==> config.mk <==
export PLATFORM = sky130hd
export DESIGN_NAME = res3_guard_dp
export DESIGN_NICKNAME = d
export VERILOG_FILES = /design/src/rtl/rg_pkg.sv /design/src/rtl/rg_mod3_reduce.sv /design/src/rtl/rg_shadow_alu.sv /design/src/rtl/rg_check_sched.sv /design/src/rtl/res3_guard_dp.sv
export SDC_FILE = /design/constraint.sdc
export NUM_CORES = 1
export LEC_CHECK = 0
export BUFFER_PORTS_ARGS = -buffer_cell sky130_fd_sc_hd__buf_4
export CORE_ASPECT_RATIO = 0.75
export CORE_UTILIZATION = 50
export CTS_BUF_LIST = sky130_fd_sc_hd__clkbuf_8
export CTS_CLUSTER_DIAMETER = 40
export DETAILED_ROUTE_END_ITERATION = 7
export GPL_TIMING_DRIVEN = 1
export PLACE_DENSITY = 0.66
export SLEW_MARGIN = 10
export SYNTH_ARGS = -nofsm -noshare
export SYNTH_HDL_FRONTEND = slang
export SYNTH_SLANG_ARGS = --single-unit
==> constraint.sdc <==
create_clock -name clk -period 15.95 [get_ports clk]
set_clock_uncertainty 0.2 [all_clocks]
set_input_delay 3.19 -clock clk [delete_from_list [all_inputs] [get_ports clk]]
set_output_delay 3.19 -clock clk [all_outputs]
set_load 0.02 [all_outputs]
==> src/rtl/rg_pkg.sv <==
package rg_pkg;
  typedef enum logic [1:0] {
    OP_ADD = 2'b00,
    OP_SUB = 2'b01,
    OP_MUL = 2'b10,
    OP_NOP = 2'b11
  } op_e;

  // sum of two legal residues, folded back into 0..2
  function automatic logic [1:0] m3_add(input logic [1:0] x, input logic [1:0] y);
    logic [2:0] s;
    s = {1'b0, x} + {1'b0, y};
    return (s >= 3'd3) ? 2'(s - 3'd3) : s[1:0];
  endfunction

  function automatic logic [1:0] m3_neg(input logic [1:0] x);
    case (x)
      2'd1:    return 2'd2;
      2'd2:    return 2'd1;
      default: return 2'd0;
    endcase
  endfunction

  function automatic logic [1:0] m3_mul(input logic [1:0] x, input logic [1:0] y);
    logic [3:0] p;
    p = {2'b00, x} * {2'b00, y};
    return (p >= 4'd3) ? 2'(p - 4'd3) : p[1:0];
  endfunction
endpackage

==> src/rtl/rg_mod3_reduce.sv <==
module rg_mod3_reduce #(
  parameter int W = 16
) (
  input  logic [W-1:0] val,
  output logic [1:0]   res
);
  import rg_pkg::*;

  localparam int ND = (W + 1) / 2;          // base-4 digits
  localparam int PW = ND * 2;
  localparam int LV = 1 << $clog2(ND);      // leaves of the adder tree

  logic [PW-1:0] padded;
  logic [1:0]    nd [2*LV-1];

  assign padded = PW'(val);

  // 4 = 1 (mod 3): every base-4 digit carries weight 1
  always_comb begin
    for (int i = 0; i < LV; i++) begin
      if (i < ND) nd[LV-1+i] = (padded[2*i +: 2] == 2'd3) ? 2'd0 : padded[2*i +: 2];
      else        nd[LV-1+i] = 2'd0;
    end
    for (int i = LV - 2; i >= 0; i--) begin
      nd[i] = m3_add(nd[2*i+1], nd[2*i+2]);
    end
  end

  assign res = nd[0];
endmodule

==> src/rtl/rg_shadow_alu.sv <==
module rg_shadow_alu #(
  parameter int RES_W = 16
) (
  input  rg_pkg::op_e op,
  input  logic [1:0]  ra,
  input  logic [1:0]  rb,
  input  logic        borrow,
  output logic [1:0]  res
);
  import rg_pkg::*;

  // 2^RES_W mod 3: 1 for even widths, 2 for odd widths
  localparam logic [1:0] WRAP = (RES_W % 2 == 1) ? 2'd2 : 2'd1;

  logic [1:0] diff;
  assign diff = m3_add(ra, m3_neg(rb));

  always_comb begin
    case (op)
      OP_ADD:  res = m3_add(ra, rb);
      OP_SUB:  res = borrow ? m3_add(diff, WRAP) : diff;
      OP_MUL:  res = m3_mul(ra, rb);
      default: res = 2'd0;
    endcase
  end
endmodule

==> src/rtl/rg_check_sched.sv <==
module rg_check_sched #(
  parameter int NREG       = 4,
  parameter int CHK_PERIOD = 4
) (
  input  logic                    clk,
  input  logic                    rst,
  input  logic                    hold,
  output logic                    fire,
  output logic [$clog2(NREG)-1:0] ptr
);
  localparam int IDX_W = $clog2(NREG);
  localparam int CW    = (CHK_PERIOD > 1) ? $clog2(CHK_PERIOD) : 1;

  logic [CW-1:0] cnt;
  logic          due;

  assign due  = (cnt == CW'(CHK_PERIOD - 1));
  assign fire = due && !hold;

  always_ff @(posedge clk) begin
    if (rst) begin
      cnt <= '0;
      ptr <= '0;
    end else if (fire) begin
      cnt <= '0;
      ptr <= (ptr == IDX_W'(NREG - 1)) ? '0 : ptr + 1'b1;
    end else if (!due) begin
      cnt <= cnt + 1'b1;
    end
  end

  // the pointer moves on after every check
  p_ptr_step_r6: assert property (@(posedge clk) disable iff (rst)
    fire |=> ptr != $past(ptr));

  generate
    if (CHK_PERIOD > 1) begin : g_gap
      p_spacing_r6: assert property (@(posedge clk) disable iff (rst)
        fire |=> !fire);
    end
  endgenerate
endmodule

==> src/rtl/res3_guard_dp.sv <==
module res3_guard_dp #(
  parameter int OP_W       = 8,
  parameter int RES_W      = 16,
  parameter int NREG       = 4,
  parameter int CHK_PERIOD = 4
) (
  input  logic                     clk,
  input  logic                     rst,
  input  logic                     op_valid,
  input  logic [1:0]               op_code,
  input  logic [$clog2(NREG)-1:0]  op_dst,
  input  logic [OP_W-1:0]          op_a,
  input  logic [OP_W-1:0]          op_b,
  input  logic [$clog2(NREG)-1:0]  rd_sel,
  output logic [RES_W-1:0]         rd_data,
  input  logic                     err_clr,
  input  logic                     inj_en,
  input  logic                     inj_shadow,
  input  logic [$clog2(NREG)-1:0]  inj_reg,
  input  logic [$clog2(RES_W)-1:0] inj_bit,
  output logic                     err_flag,
  output logic [NREG-1:0]          err_src,
  output logic                     chk_done,
  output logic [$clog2(NREG)-1:0]  chk_idx
);
  import rg_pkg::*;

  localparam int IDX_W = $clog2(NREG);

  op_e             op;
  logic            op_wr;
  logic [RES_W-1:0] ext_a, ext_b, main_res;
  logic [1:0]      in_ra, in_rb;

  logic [RES_W-1:0] main_q [NREG];
  logic [1:0]       sh_q   [NREG];

  // one-cycle deferred shadow stage
  logic             pend_v;
  logic [IDX_W-1:0] pend_dst;
  logic [1:0]       pend_ra, pend_rb;
  op_e              pend_op;
  logic             pend_borrow;
  logic [1:0]       sh_res;

  logic             ck_fire, ck_hold, ck_mism;
  logic [IDX_W-1:0] ck_ptr;
  logic [1:0]       ck_red;
  logic [RES_W-1:0] main_flip;
  logic [1:0]       sh_flip;

  assign op    = op_e'(op_code);
  assign op_wr = op_valid && (op != OP_NOP);
  assign ext_a = RES_W'(op_a);
  assign ext_b = RES_W'(op_b);

  always_comb begin
    case (op)
      OP_SUB:  main_res = ext_a - ext_b;
      OP_MUL:  main_res = ext_a * ext_b;
      default: main_res = ext_a + ext_b;
    endcase
  end

  rg_mod3_reduce #(.W(OP_W)) u_red_a (.val(op_a), .res(in_ra));
  rg_mod3_reduce #(.W(OP_W)) u_red_b (.val(op_b), .res(in_rb));

  always_ff @(posedge clk) begin
    if (rst) begin
      pend_v      <= 1'b0;
      pend_dst    <= '0;
      pend_ra     <= '0;
      pend_rb     <= '0;
      pend_op     <= OP_NOP;
      pend_borrow <= 1'b0;
    end else begin
      pend_v      <= op_wr;
      pend_dst    <= op_dst;
      pend_ra     <= in_ra;
      pend_rb     <= in_rb;
      pend_op     <= op;
      pend_borrow <= (op_a < op_b);
    end
  end

  rg_shadow_alu #(.RES_W(RES_W)) u_sh_alu (
    .op(pend_op), .ra(pend_ra), .rb(pend_rb), .borrow(pend_borrow), .res(sh_res)
  );

  assign main_flip = RES_W'(1) << inj_bit;
  assign sh_flip   = 2'(1) << inj_bit[0];

  // main registers: an operation write overrides an injection to the same slot
  always_ff @(posedge clk) begin
    if (rst) begin
      for (int i = 0; i < NREG; i++) main_q[i] <= '0;
    end else begin
      if (inj_en && !inj_shadow) main_q[inj_reg] <= main_q[inj_reg] ^ main_flip;
      if (op_wr) main_q[op_dst] <= main_res;
    end
  end

  always_ff @(posedge clk) begin
    if (rst) begin
      for (int i = 0; i < NREG; i++) sh_q[i] <= '0;
    end else begin
      if (inj_en && inj_shadow) sh_q[inj_reg] <= sh_q[inj_reg] ^ sh_flip;
      if (pend_v) sh_q[pend_dst] <= sh_res;
    end
  end

  // checkpoint: shared reducer on the scheduled register
  assign ck_hold = pend_v && (pend_dst == ck_ptr);

  rg_check_sched #(.NREG(NREG), .CHK_PERIOD(CHK_PERIOD)) u_sched (
    .clk(clk), .rst(rst), .hold(ck_hold), .fire(ck_fire), .ptr(ck_ptr)
  );

  rg_mod3_reduce #(.W(RES_W)) u_red_chk (.val(main_q[ck_ptr]), .res(ck_red));

  assign ck_mism = (ck_red != sh_q[ck_ptr]) || (sh_q[ck_ptr] == 2'd3);

  always_ff @(posedge clk) begin
    if (rst) begin
      err_flag <= 1'b0;
      err_src  <= '0;
      chk_done <= 1'b0;
      chk_idx  <= '0;
      rd_data  <= '0;
    end else begin
      chk_done <= ck_fire;
      chk_idx  <= ck_fire ? ck_ptr : chk_idx;
      rd_data  <= main_q[rd_sel];
      if (err_clr) begin
        err_flag <= 1'b0;
        err_src  <= '0;
      end
      if (ck_fire && ck_mism) begin
        err_flag        <= 1'b1;
        err_src[ck_ptr] <= 1'b1;
      end
    end
  end

  // the deferred shadow unit only produces legal codes
  p_shadow_code_r5: assert property (@(posedge clk) disable iff (rst)
    pend_v |-> sh_res != 2'd3);
  // the shared reducer never yields the illegal code
  p_red_legal_r9: assert property (@(posedge clk) disable iff (rst)
    ck_fire |-> ck_red != 2'd3);
  // no check is taken on a register whose shadow is still in flight
  p_no_stale_r7: assert property (@(posedge clk) disable iff (rst)
    ck_fire |-> !(pend_v && pend_dst == ck_ptr));
  // a mismatch at a checkpoint is reported on the next cycle
  p_detect_r8: assert property (@(posedge clk) disable iff (rst)
    ck_fire && ck_mism |=> err_flag && chk_done);
  // sticky until cleared
  p_sticky_r10: assert property (@(posedge clk) disable iff (rst)
    err_flag && !err_clr |=> err_flag);
  p_clear_r10: assert property (@(posedge clk) disable iff (rst)
    err_clr && !(ck_fire && ck_mism) |=> !err_flag && err_src == '0);
endmodule

; Yosys cells after proc, flatten, opt, wreduce, memory -nomap -nowiden
; Memories as Yosys holds them, arrays and structs flattened. A register that Yosys moved wholly into a read port is not among the register bits.
; Index checks and enable logic that the tools add are counted.
[word_totals]
ff_bits = 22
mem_bits_rw = 72
input_bits = 34
output_inout_bits = 24
elab_cells = 198
memories = 2
[memory_table]
columns = name, depth, width, rd, rd_clocked_by_memory_dff, write_ports, line
row1 = main_q, 4, 16, 3, 2, 4, res3_guard_dp.sv:35  ; logic [RES_W-1:0] main_q [NREG];
row2 = sh_q, 4, 2, 2, 1, 4, res3_guard_dp.sv:36  ; logic [1:0] sh_q [NREG];
[classes]
n_addsub = 37
n_mul = 2
order_cmp = 20
eq_ne = 28
n_shift = 2
muxes = 75
n_bitwise = 3
n_reduce_logical = 17
[ops]
columns = cell, n
row1 = two-way mux 2 bit, 45
row2 = ">= comparator 3 x 2 -> 1 bit, second input constant", 16
row3 = adder 2 x 2 -> 3 bit, 15
row4 = "== test 2 bit, second input constant", 22
row5 = "subtractor 2 bit, second input constant", 17
row6 = two-way mux 16 bit, 2
row7 = one-hot mux 16 bit (2 select lines), 1
row8 = OR reduction 16 bit, 2
row9 = two-way mux 1 bit, 21
row10 = multiplier 8 x 8 -> 16 bit, 1
row11 = "<< shifter 1 x 4 -> 16 bit, first input constant", 1
row12 = XOR 16 bit, 1
row13 = two-way mux 4 bit, 3
row14 = adder 8 x 8 -> 9 bit, 1
row15 = subtractor 8 x 8 -> 9 bit, 1
row16 = less-than comparator 8 bit, 1
row17 = logical AND 1 bit, 7
row18 = "== test 2 x 1 -> 1 bit, second input constant", 3
row19 = one-hot mux 2 bit (3 select lines), 1
row20 = OR reduction 2 bit, 3
row21 = "adder 2 x 1 -> 2 bit, second input constant", 2
row22 = ">= comparator 4 x 2 -> 1 bit, second input constant", 1
row23 = multiplier 2 x 2 -> 4 bit, 1
row24 = bitwise OR 4 bit, 1
row25 = other kinds (14), 15

; Logic depth before layout (Yosys ltp)
; Gate-level depths: netlist of run 1.
[logic_depth]
ltp_word = 15
ltp_mapped = 26
ltp_nobuf = 24

; Hierarchy
; Synthesis of run 1 repeated with hierarchy kept, for this count alone.
[hier_totals]
cells_unflattened = 1030
area_unflattened_um2 = 10632.7
[modules_own_cells]
columns = mod, n_inst, cells_each, area_each_um2, seq_area_each_um2
row1 = res3_guard_dp, 1, 828, 8859.7, 2842.7
row2 = rg_mod3_reduce at u_red_chk, 1, 75, 645.6, 0.0
row3 = rg_mod3_reduce at u_red_a ..., 2, 32, 286.5, 0.0
row4 = rg_shadow_alu, 1, 45, 371.6, 0.0
row5 = rg_check_sched, 1, 18, 182.7, 80.1

; Worst setup path before layout of run 1
; No wires, ideal clock.
[synth_timing]
kind = input -> register
startpoint = in op_b[7]
endpoint = mem main_q[1][11] (data pin)
setup_ns = 0.274
arrival_time_ns = 7.244
required_time_ns = 15.476
slack_ns = 8.232
stages = 14
path_buffers = 1
cell_sequence = clkbuf_1 > nand2_1 > fa_1 > fa_1 > inv_1 > fa_1 > fa_1 > ha_1 > a21o_1 > a221oi_1 > o21bai_1 > xor2_1 > a21oi_1 > o22ai_1
[synth_lines]
columns = item, line
row1 = "start, declared", res3_guard_dp.sv:13  ; input logic [OP_W-1:0] op_b,
row2 = "end, declared", res3_guard_dp.sv:35

==> flow_summary_export.csv, run 1 <==
group,metric,value,unit
hold_path,min_to,"err_flag",
status,status,"complete, no violations",
sta,max_clock_freq,129,MHz
critical_path,cp_data_required_time,15.86,ns
critical_path,cp-end-kind,"register",
critical_path,crit_start,"op_a[4]",
synth,syn_area_per_cell,10.1,um^2
power,p_per_area,116,nW/um^2
route,drt_first_pass_iters,5,
die,io_pins,58,
synth,synth_common_cells,"inv_1 (107), ha_1 (94), nand2_1 (73)",
synth,yosys_warnings,0,
power,p_sw,0.560,mW
die,die_x,169,um
synth,syn_inst,1034,
synth,synth_nets,1215,
cts,cts_tree,"built",
job,drv_cap,0,
cells_and_area,antennaDiodeCount,0,
route,drcViolationCount,0,
synth,ys_ff_latch,112,
global_route,antenna_found_initial,0,
power,swShare,42.8,%
cells_and_area,area_growth_syn_to_layout,7.89,%
cts,clk_path_buf_depth,2,
cts,clk_pin_slew,0.10,ns
die,die_area,21500,um^2
sta,fin_crit,7.73,ns
sta,setup_violations,0,
synth,ys.flop_type,"edfxtp_1",
power,clkPwrFrac,13.3,%
route,antenna_left,0,
critical_path,critical_path_peak_fanout,11,
critical_path,worstPathArrival,7.64,ns
cts,root_buffer,"clkbuf_8",
sta,rsz0062_at_grt,"no",
route,wirelength,25.8,mm
critical_path,r2r-end,"err_src[0]",
hold_path,worstHoldPathCells,1,
synth,yosys.area.top_type,"edfxtp_1",
die,rows,45,
synth,synth_compound_area_share,12.2,%
sta,hold_viol,0,
synth,async_flop_share,0,%
placement,io_buffers,57,
die,die_h,127,um
synth,yosysMostFrequentCell,"inv_1",
synth,synth_mux_area_share,13.2,%
synth,synth_cell_type_count,63,
power,p_int,0.750,mW
sta,finalSetupTns,0,ns
cts,worst_skew_pair.late_latency,0.40,ns
sta,finalMaxSlewViolations,0,
route,wl_per_cell,19.1,um
synth,synthAdderAreaFrac,21.3,%
critical_path,r2r_setup_slack,9.29,ns
cells_and_area,nets,1244,
synth,synth_top_family_by_area,"adder cells",
global_route,grt_pass1_vias,7795,
critical_path,r2r_cells,22,
global_route,grt_max_degree,50,
die,core_area,20400,um^2
synth,ys_seq_area_share,28.3,%
synth,ys_top_cells_by_area,"edfxtp_1 (21%), ha_1 (11%), fa_1 (10%)",
cts,clkSinkCount,112,
sta,relSlewSlack,27.6,%
global_route,gr-total-overflow,0,
cts,cts_max_level,3,
sta,finalCritPeriodShare,48.4,%
power,leakage,4.76,nW
critical_path,worst-setup-path-type,"input port to register",
hold_path,hold_start,"err_flag",
hold_path,hold_path_class,"register to register",
placement,hpwl,19.0,mm
critical_path,cp-start-kind,"input port",
die,initial_core_util,51.4,%
placement,gp_congestion,0.860,
cts,hold_buffers,0,
placement,dpl-instance-area,11100,um^2
power,ir_drop,105,uV
cells_and_area,drive_gt1_share,13.6,%
global_route,grt_pass1_wl,42.0,mm
synth,synth_area,10500,um^2
synth,synth_edf_count,72,
synth,netlist.area_leader.share,20.6,%
route,vias,8116,
sta,worst_slew_pin_slew,1.08,ns
route,viasPerCell,6.01,
synth,synthSimpleGateAreaFrac,16.0,%
cells_and_area,nFillCells,1862,
global_route,grt_usage,25.4,%
cts,cts_resized,0,
synth,synth_xor_area_share,3.41,%
cts,cts_buffers,9,
cts,post_cts_buffers,0,
route,drtIter0Drc,736,
power,combPwrFrac,59.9,%
power,p_seq_share,26.8,%
cells_and_area,final_cell_area,11300,um^2
cells by family after synthesis:
logic type      after synthesis
xor+xnor                     40
compound gates              190
buf+inv                     151
simple gates                323
mux                          71
flops                       112
fa+ha+maj                   147
worst max path at each step:
stage                                to  slack [ns]
after floorplan           main_q[1][11]        8.23
after global placement    main_q[1][11]        7.87
after detailed placement  main_q[1][11]        7.83
after CTS                 main_q[1][11]        8.26
after global routing      main_q[0][11]        8.01
final                     main_q[1][11]        8.22
layer usage:
layer | wire, um | part of all wire [%] | GRT usage, %
met3 | 2160 | 8.3 | 4.99
met5 | 0 | 0 | 0
met2 | 10900 | 42 | 37.0
met4 | 361 | 1.4 | 5.72
met1 | 12400 | 48 | 38.8
critical path, cell delays in order:
cell      delay [ns]
buf_4           0.15
ha_1            0.32
inv_1           0.10
fa_1            0.54
inv_1           0.05
fa_1            0.46
fa_1            0.52
fa_1            0.49
ha_1            0.38
and3_1          0.19
a221oi_1        0.46
o21bai_1        0.19
xor2_1          0.17
a21oi_1         0.30
o22ai_1         0.14
state kept, by name, indices dropped and copies added, names as in the netlist, 4 cells and up, named ones only:
name     flops
sh_q         8
main_q      64
err_src      4
rd_data     16
layout by cell type (no fill, tap or decap), types with 41 or more instances in the layout:
| cell | n |
|---|---|
| buf_4 | 61 |
| edfxtp_1 | 72 |
| fa_1 | 53 |
| ha_1 | 94 |
| inv_1 | 109 |
| mux4_2 | 46 |
| nand2_1 | 73 |
| nor2_1 | 61 |
| nor2b_1 | 51 |
| o22ai_1 | 41 |
power groups by stage:
stage | Sequential [mW] | Clock (mW) | Combinational, mW
finish | 0.351 | 0.174 | 0.785
global placement | 0.357 | 0 | 0.761
CTS | 0.351 | 0.176 | 0.788
detailed placement | 0.358 | 0 | 0.783
global route | 0.355 | 0.184 | 0.905
floorplan | 0.358 | 0 | 0.609
area by class of cell:
cell class	instances	area, um^2	area share [%]
multi-input combinational	771	6940	61.4
clock buffer	9	124	1.10
timing repair buffer	61	458	4.05
inverter	108	405	3.59
clock inverter	7	63.8	0.564
sequential	112	2960	26.2
tap	282	353	3.12
metrics by stage:
| step | total power, mW | util (%) | setup WS (ns) | cells | hold slack [ns] |
|---|---|---|---|---|---|
| floorplan | 0.967 | - | 8.23 | 1034 | 0.308 |
| global placement | 1.12 | 54.6 | 7.87 | 1334 | 0.238 |
| detailed placement | 1.14 | 54.6 | 7.83 | 1334 | 0.243 |
| CTS | 1.31 | 55.5 | 8.26 | 1350 | 0.268 |
| global route | 1.44 | 55.5 | 8.01 | 1350 | 0.290 |
| finish | 1.31 | 55.5 | 8.22 | 1350 | 0.266 |
No activity file was read; power rests on OpenSTA's default activity.
==> run 2, diff against run 1 <==
--- a/config.mk
+++ b/config.mk
@@ -5,6 +5,7 @@
 export SDC_FILE = /design/constraint.sdc
 export NUM_CORES = 1
 export LEC_CHECK = 0
+export ABC_AREA = 1
 export BUFFER_PORTS_ARGS = -buffer_cell sky130_fd_sc_hd__buf_4
 export CORE_ASPECT_RATIO = 0.75
 export CORE_UTILIZATION = 50
==> constraint.sdc (replaced) <==
create_clock -name clk -period 7.8 [get_ports clk]
set_clock_uncertainty 0.2 [all_clocks]
set_input_delay 1.56 -clock clk [delete_from_list [all_inputs] [get_ports clk]]
set_output_delay 1.56 -clock clk [all_outputs]
set_load 0.02 [all_outputs]
==> flow_summary_export.csv, run 2 <==
group,metric,value,unit
status,status,"complete, no violations",
route,wl_per_cell,16.3,um
route,wirelength,30.7,mm
route,drtIter0Drc,1149,
placement,dpl-instance-area,11800,um^2
cells_and_area,largest_reg_flops,64,
sta,max_clock_freq,148,MHz
cells_and_area,fin_util,54.1,%
critical_path,r2r_setup_slack,1.02,ns
critical_path,cp-start-kind,"register",
sta,rsz0062_at_grt,"no",
cells_and_area,instances_no_fill,1886,
cts,root_buffer,"clkbuf_8",
route,drcViolationCount,0,
cts,clk_pin_slew,0.12,ns
synth,syn_inst,1584,
cts,cts_buffers,9,
die,rows,47,
critical_path,cp_data_required_time,7.93,ns
cells_and_area,top_register,"main_q",
placement,gp_congestion,0.880,
critical_path,cpPeakStageDelay,0.88,ns
die,die_x,176,um
power,ir_drop,650,uV
placement,dp_cells,1870,
sta,worst_slew_pin_slew,1.07,ns
critical_path,cp_slowest_cell,"dfxtp_1",
global_route,grt_max_degree,51,
die,initial_core_util,51.1,%
synth,synth_edf_count,72,
synth,yosysMostFrequentCell,"nand2_1",
power,power.total,3.59,mW
sta,fin_crit,6.78,ns
critical_path,r2r-end,"err_src[3]",
placement,dp_slack,1.04,ns
critical_path,cp-end-kind,"register",
synth,netlist.area_leader.share,19.1,%
sta,finalMaxSlewViolations,0,
cells_and_area,nets,1768,
synth,synth_area,11300,um^2
cells_and_area,final_cell_area,12000,um^2
hold_path,worstHoldPathCells,2,
cells_and_area,area_growth_syn_to_layout,5.82,%
sta,hold_viol,0,
global_route,grt_pass1_vias,9625,
global_route,gr-total-overflow,0,
global_route,grt_usage,27.1,%
die,die_area,23300,um^2
cts,cts_resized,0,
cells_and_area,most-common-layout-cells,"nand2_1 (401), inv_1 (247), nand3_1 (128)",
power,p_per_area,299,nW/um^2
cts,hold_buffers,0,
sta,finalSetupTns,0,ns
critical_path,worst-setup-path-type,"register to register",
cells_and_area,antennaDiodeCount,0,
hold_path,hold_path_class,"register to register",
critical_path,crit_path_frequent_cell,"ha_1",
cts,post_cts_buffers,0,
global_route,grt_pass1_wl,50.2,mm
route,antenna_left,0,
synth,synth_nets,1765,
die,die_h,132,um
global_route,antenna_found_initial,0,
placement,io_buffers,57,
synth,yosys_warnings,0,
cells_and_area,reg_top3,"main_q x64, rd_data x16, sh_q x8",
synth,ys_top_cells_by_area,"edfxtp_1 (19%), nand2_1 (13%), ha_1 (10%)",
route,vias,10400,
synth,async_flop_share,0,%
critical_path,critical_path_peak_fanout,48,
cells_and_area,drive_gt1_share,7.60,%
sta,whs,0.274,ns
sta,setup_violations,0,
placement,hpwl,23.5,mm
die,io_pins,58,
synth,ys_seq_area_share,26.1,%
job,drv_cap,0,
route,drt_first_pass_iters,5,
synth,ys_ff_latch,112,
hold_path,min_to,"err_src[0]",
sta,relSlewSlack,28.6,%
hold_path,hold_start,"err_src[0]",
cells_and_area,nFillCells,2130,
cts,clk_path_buf_depth,2,
cts,clkSinkCount,112,
synth,synth_common_cells,"nand2_1 (401), inv_1 (246), nand3_1 (128)",
critical_path,r2r_cells,29,
cts,cts_tree,"built",
cells_and_area,layout_commonest_cell,"nand2_1",
cts,worst_skew_pair.late_latency,0.39,ns
synth,yosys.area.top_type,"edfxtp_1",
route,viasPerCell,5.53,
sta,layout_setup_ws,1.02,ns
synth,ys.flop_type,"edfxtp_1",
synth,syn_area_per_cell,7.16,um^2
power,leakage,6.15,nW
die,core_area,22200,um^2
cts,cts_max_level,3,
critical_path,worstPathArrival,6.91,ns
synth,synth_cell_type_count,49,
sta,finalCritPeriodShare,86.9,%
==> run 2: cell count changes after synthesis, sizes merged, moves of 16 or more <==
cell    change
a21oi      +64
and2       -23
buf        +24
inv       +145
mux2i      -16
mux4       -52
nand2     +338
nand2b     -33
nand3     +115
nor2       +67
nor2b      -51
o21ai      +97
o22ai      -39
xnor2      -16
==> run 2: worst max path at each step <==
stage | slack [ns] | end | depth (start not counted) | from
floorplan | 2.32 | err_src[2] | 31 | register
global placement | 1.39 | err_src[0] | 28 | register
detailed placement | 1.04 | err_src[3] | 29 | register
CTS | 1.04 | err_src[3] | 29 | register
global route | 0.39 | err_src[3] | 31 | register
finish | 1.02 | err_src[3] | 29 | register
==> run 2: where the power goes <==
part	total [mW]	switching [mW]	internal (mW)
Sequential	0.728	0.0437	0.684
Combinational	2.49	1.58	0.910
Clock	0.377	0.224	0.153
==> run 2: cells by family (layout without fill, tap and decap cells) <==
logic type,count (synthesis),count (layout),share of synthesized area [%]
compound gates,273,273,13.0
xor+xnor,30,30,2.91
fa+ha+maj,147,147,19.7
buf+inv,321,329,11.6
flops,112,112,26.1
mux,2,2,0.188
simple gates,699,699,26.4
==> run 2: final cells by class <==
cell class / instances / area, um^2 / share of cell area [%]
multi-input cells: 1151 / 7050 / 58.8
well taps: 294 / 368 / 3.07
flip-flops and latches: 112 / 2960 / 24.7
repair buffers: 61 / 458 / 3.82
clock inverters: 7 / 77.6 / 0.647
inverters: 252 / 951 / 7.93
clock buffers: 9 / 124 / 1.03
==> run 2: routing by layer <==
layer	vias up	wire length [um]	track usage (%)
met5	-	0	0
met4	0	319	5.51
met3	30	2600	3.49
met2	436	13300	41.7
met1	4854	14500	40.7
li1	5101	-	-
==> run 2: worst max-delay path, delay by kind of cell (launching register included) <==
| family | cells | cell delay (ns) |
|---|---|---|
| adders and majority gates | 9 | 2.58 |
| and+or+nand+nor | 10 | 1.19 |
| DFF | 1 | 0.88 |
| AOI/OAI and AO/OA | 4 | 0.85 |
| buffers and inverters | 4 | 0.68 |
| xor gates and xnor gates | 2 | 0.32 |
==> run 3, diff against run 2 <==
==> constraint.sdc (replaced) <==
create_clock -name clk -period 8.2 [get_ports clk]
set_clock_uncertainty 0.2 [all_clocks]
set_input_delay 1.64 -clock clk [delete_from_list [all_inputs] [get_ports clk]]
set_output_delay 1.64 -clock clk [all_outputs]
set_load 0.02 [all_outputs]
==> flow_summary_export.csv, run 3 (synthesized netlist as in run 2, its figures left out) <==
group,metric,value,unit
status,status,"complete, no violations",
cts,clkSinkCount,112,
power,p_per_area,289,nW/um^2
power,leakage,6.15,nW
placement,dpl-instance-area,11800,um^2
critical_path,cp_data_required_time,8.33,ns
route,vias,10300,
global_route,grt_util_met2,39.7,%
cells_and_area,nFillCells,2199,
sta,relSlewSlack,25.7,%
placement,hpwl,23.0,mm
cts,cts_tree,"built",
cells_and_area,instances_no_fill,1887,
cells_and_area,most-common-layout-cells,"nand2_1 (401), inv_1 (246), nand3_1 (128)",
critical_path,worst-setup-path-type,"register to register",
cells_and_area,area_growth_syn_to_layout,5.81,%
placement,io_buffers,57,
critical_path,critical_path_peak_fanout,26,
cts,clk_pin_slew,0.12,ns
hold_path,hold_path_class,"register to register",
cts,cts_buffers,9,
critical_path,crit_path_frequent_cell,"ha_1",
sta,setup_violations,0,
cells_and_area,reg_top3,"main_q x64, rd_data x16, sh_q x8",
placement,gp_congestion,0.901,
route,drcViolationCount,0,
route,drtIter0Drc,1050,
critical_path,cpPeakStageDelay,0.68,ns
critical_path,cp-start-kind,"register",
cts,clk_path_buf_depth,2,
critical_path,r2r_setup_slack,1.61,ns
cts,cts_max_level,3,
cells_and_area,fin_util,54.1,%
job,drv_cap,0,
sta,hold_viol,0,
global_route,grt_pass1_vias,9413,
global_route,grt_max_degree,51,
cells_and_area,largest_reg_flops,64,
die,io_pins,58,
route,antenna_left,0,
cts,post_cts_buffers,0,
critical_path,critPathTopFamily,"adder cells",
sta,worst_slew_pin_slew,1.11,ns
cells_and_area,nets,1769,
die,die_h,132,um
critical_path,cp-end-kind,"register",
sta,fin_crit,6.59,ns
sta,max_clock_freq,152,MHz
power,ir_drop,382,uV
cells_and_area,top_register,"main_q",
sta,whs,0.273,ns
die,die_area,23300,um^2
cts,cts_resized,0,
cts,worst_skew_pair.late_latency,0.40,ns
critical_path,worstPathArrival,6.72,ns
global_route,use_met3,4.07,%
cells_and_area,layout_commonest_cell,"nand2_1",
cts,root_buffer,"clkbuf_8",
sta,finalMaxSlewViolations,0,
placement,dp_cells,1871,
route,wirelength,30.3,mm
global_route,grt_busiest_layer,"met1",
critical_path,cp_slowest_cell,"inv_1",
sta,rsz0062_at_grt,"no",
cells_and_area,antennaDiodeCount,0,
global_route,grt_usage,26.7,%
sta,finalCritPeriodShare,80.4,%
die,rows,47,
cells_and_area,final_cell_area,12000,um^2
die,initial_core_util,51.1,%
global_route,met1_usage,40.3,%
cells_and_area,drive_gt1_share,7.72,%
die,core_area,22200,um^2
cts,hold_buffers,0,
global_route,antenna_found_initial,0,
route,wl_per_cell,16.0,um
global_route,gr-total-overflow,0,
global_route,grt_pass1_wl,48.9,mm
sta,finalSetupTns,0,ns
route,viasPerCell,5.46,
route,drt_first_pass_iters,6,
die,die_x,176,um
critical_path,cp_num_buf_inv,4,
-- run 3: cell type report --
type	count	area [um^2]	area share, %
multi-input combinational	1151	7050	58.8
sequential	112	2960	24.7
inverter	252	951	7.93
timing repair buffer	62	465	3.88
tap	294	368	3.07
clock buffer	10	138	1.15
clock inverter	6	55.1	0.459
-- run 3: power breakdown --
group,total (mW),internal (mW),switching [mW]
Clock,0.338,0.126,0.212
Sequential,0.683,0.650,0.0329
Combinational,2.44,0.883,1.56
Total,3.46,1.66,1.80
-- run 3: worst paths after layout --
check	start	end	cells after the start
hold / removal	err_src[3]	err_src[3]	2
setup / recovery	register	err_src[2]	30
setup reg to reg	register	err_src[2]	30
hold reg to reg	err_src[3]	err_src[3]	2
-- run 3: stage by stage --
| stage | total power [mW] | worst slack [ns] |
|---|---|---|
| finish | 3.46 | 1.61 |
| global route | 3.90 | 1.10 |
| global placement | 3.02 | 2.01 |
| floorplan | 2.52 | 2.66 |
| detailed placement | 3.10 | 1.73 |
| CTS | 3.45 | 1.70 |
-- run 3: layer usage --
layer	vias to the layer above	part of all wire [%]	wire length [um]
li1	5095	-	-
met1	4742	48	14500
met2	423	43	12900
met3	39	8.2	2470
met4	0	1.4	435
met5	-	0	0
-- run 3: worst register-to-register path: cells and delay by family, from the launching register on --
kind | cells | cell delay [ns]
xor gates and xnor gates | 2 | 0.31
AOI/OAI and AO/OA | 5 | 0.91
buffers and inverters | 4 | 0.86
and+or+nand+nor | 10 | 1.11
DFF | 1 | 0.49
adders and majority gates | 9 | 2.66
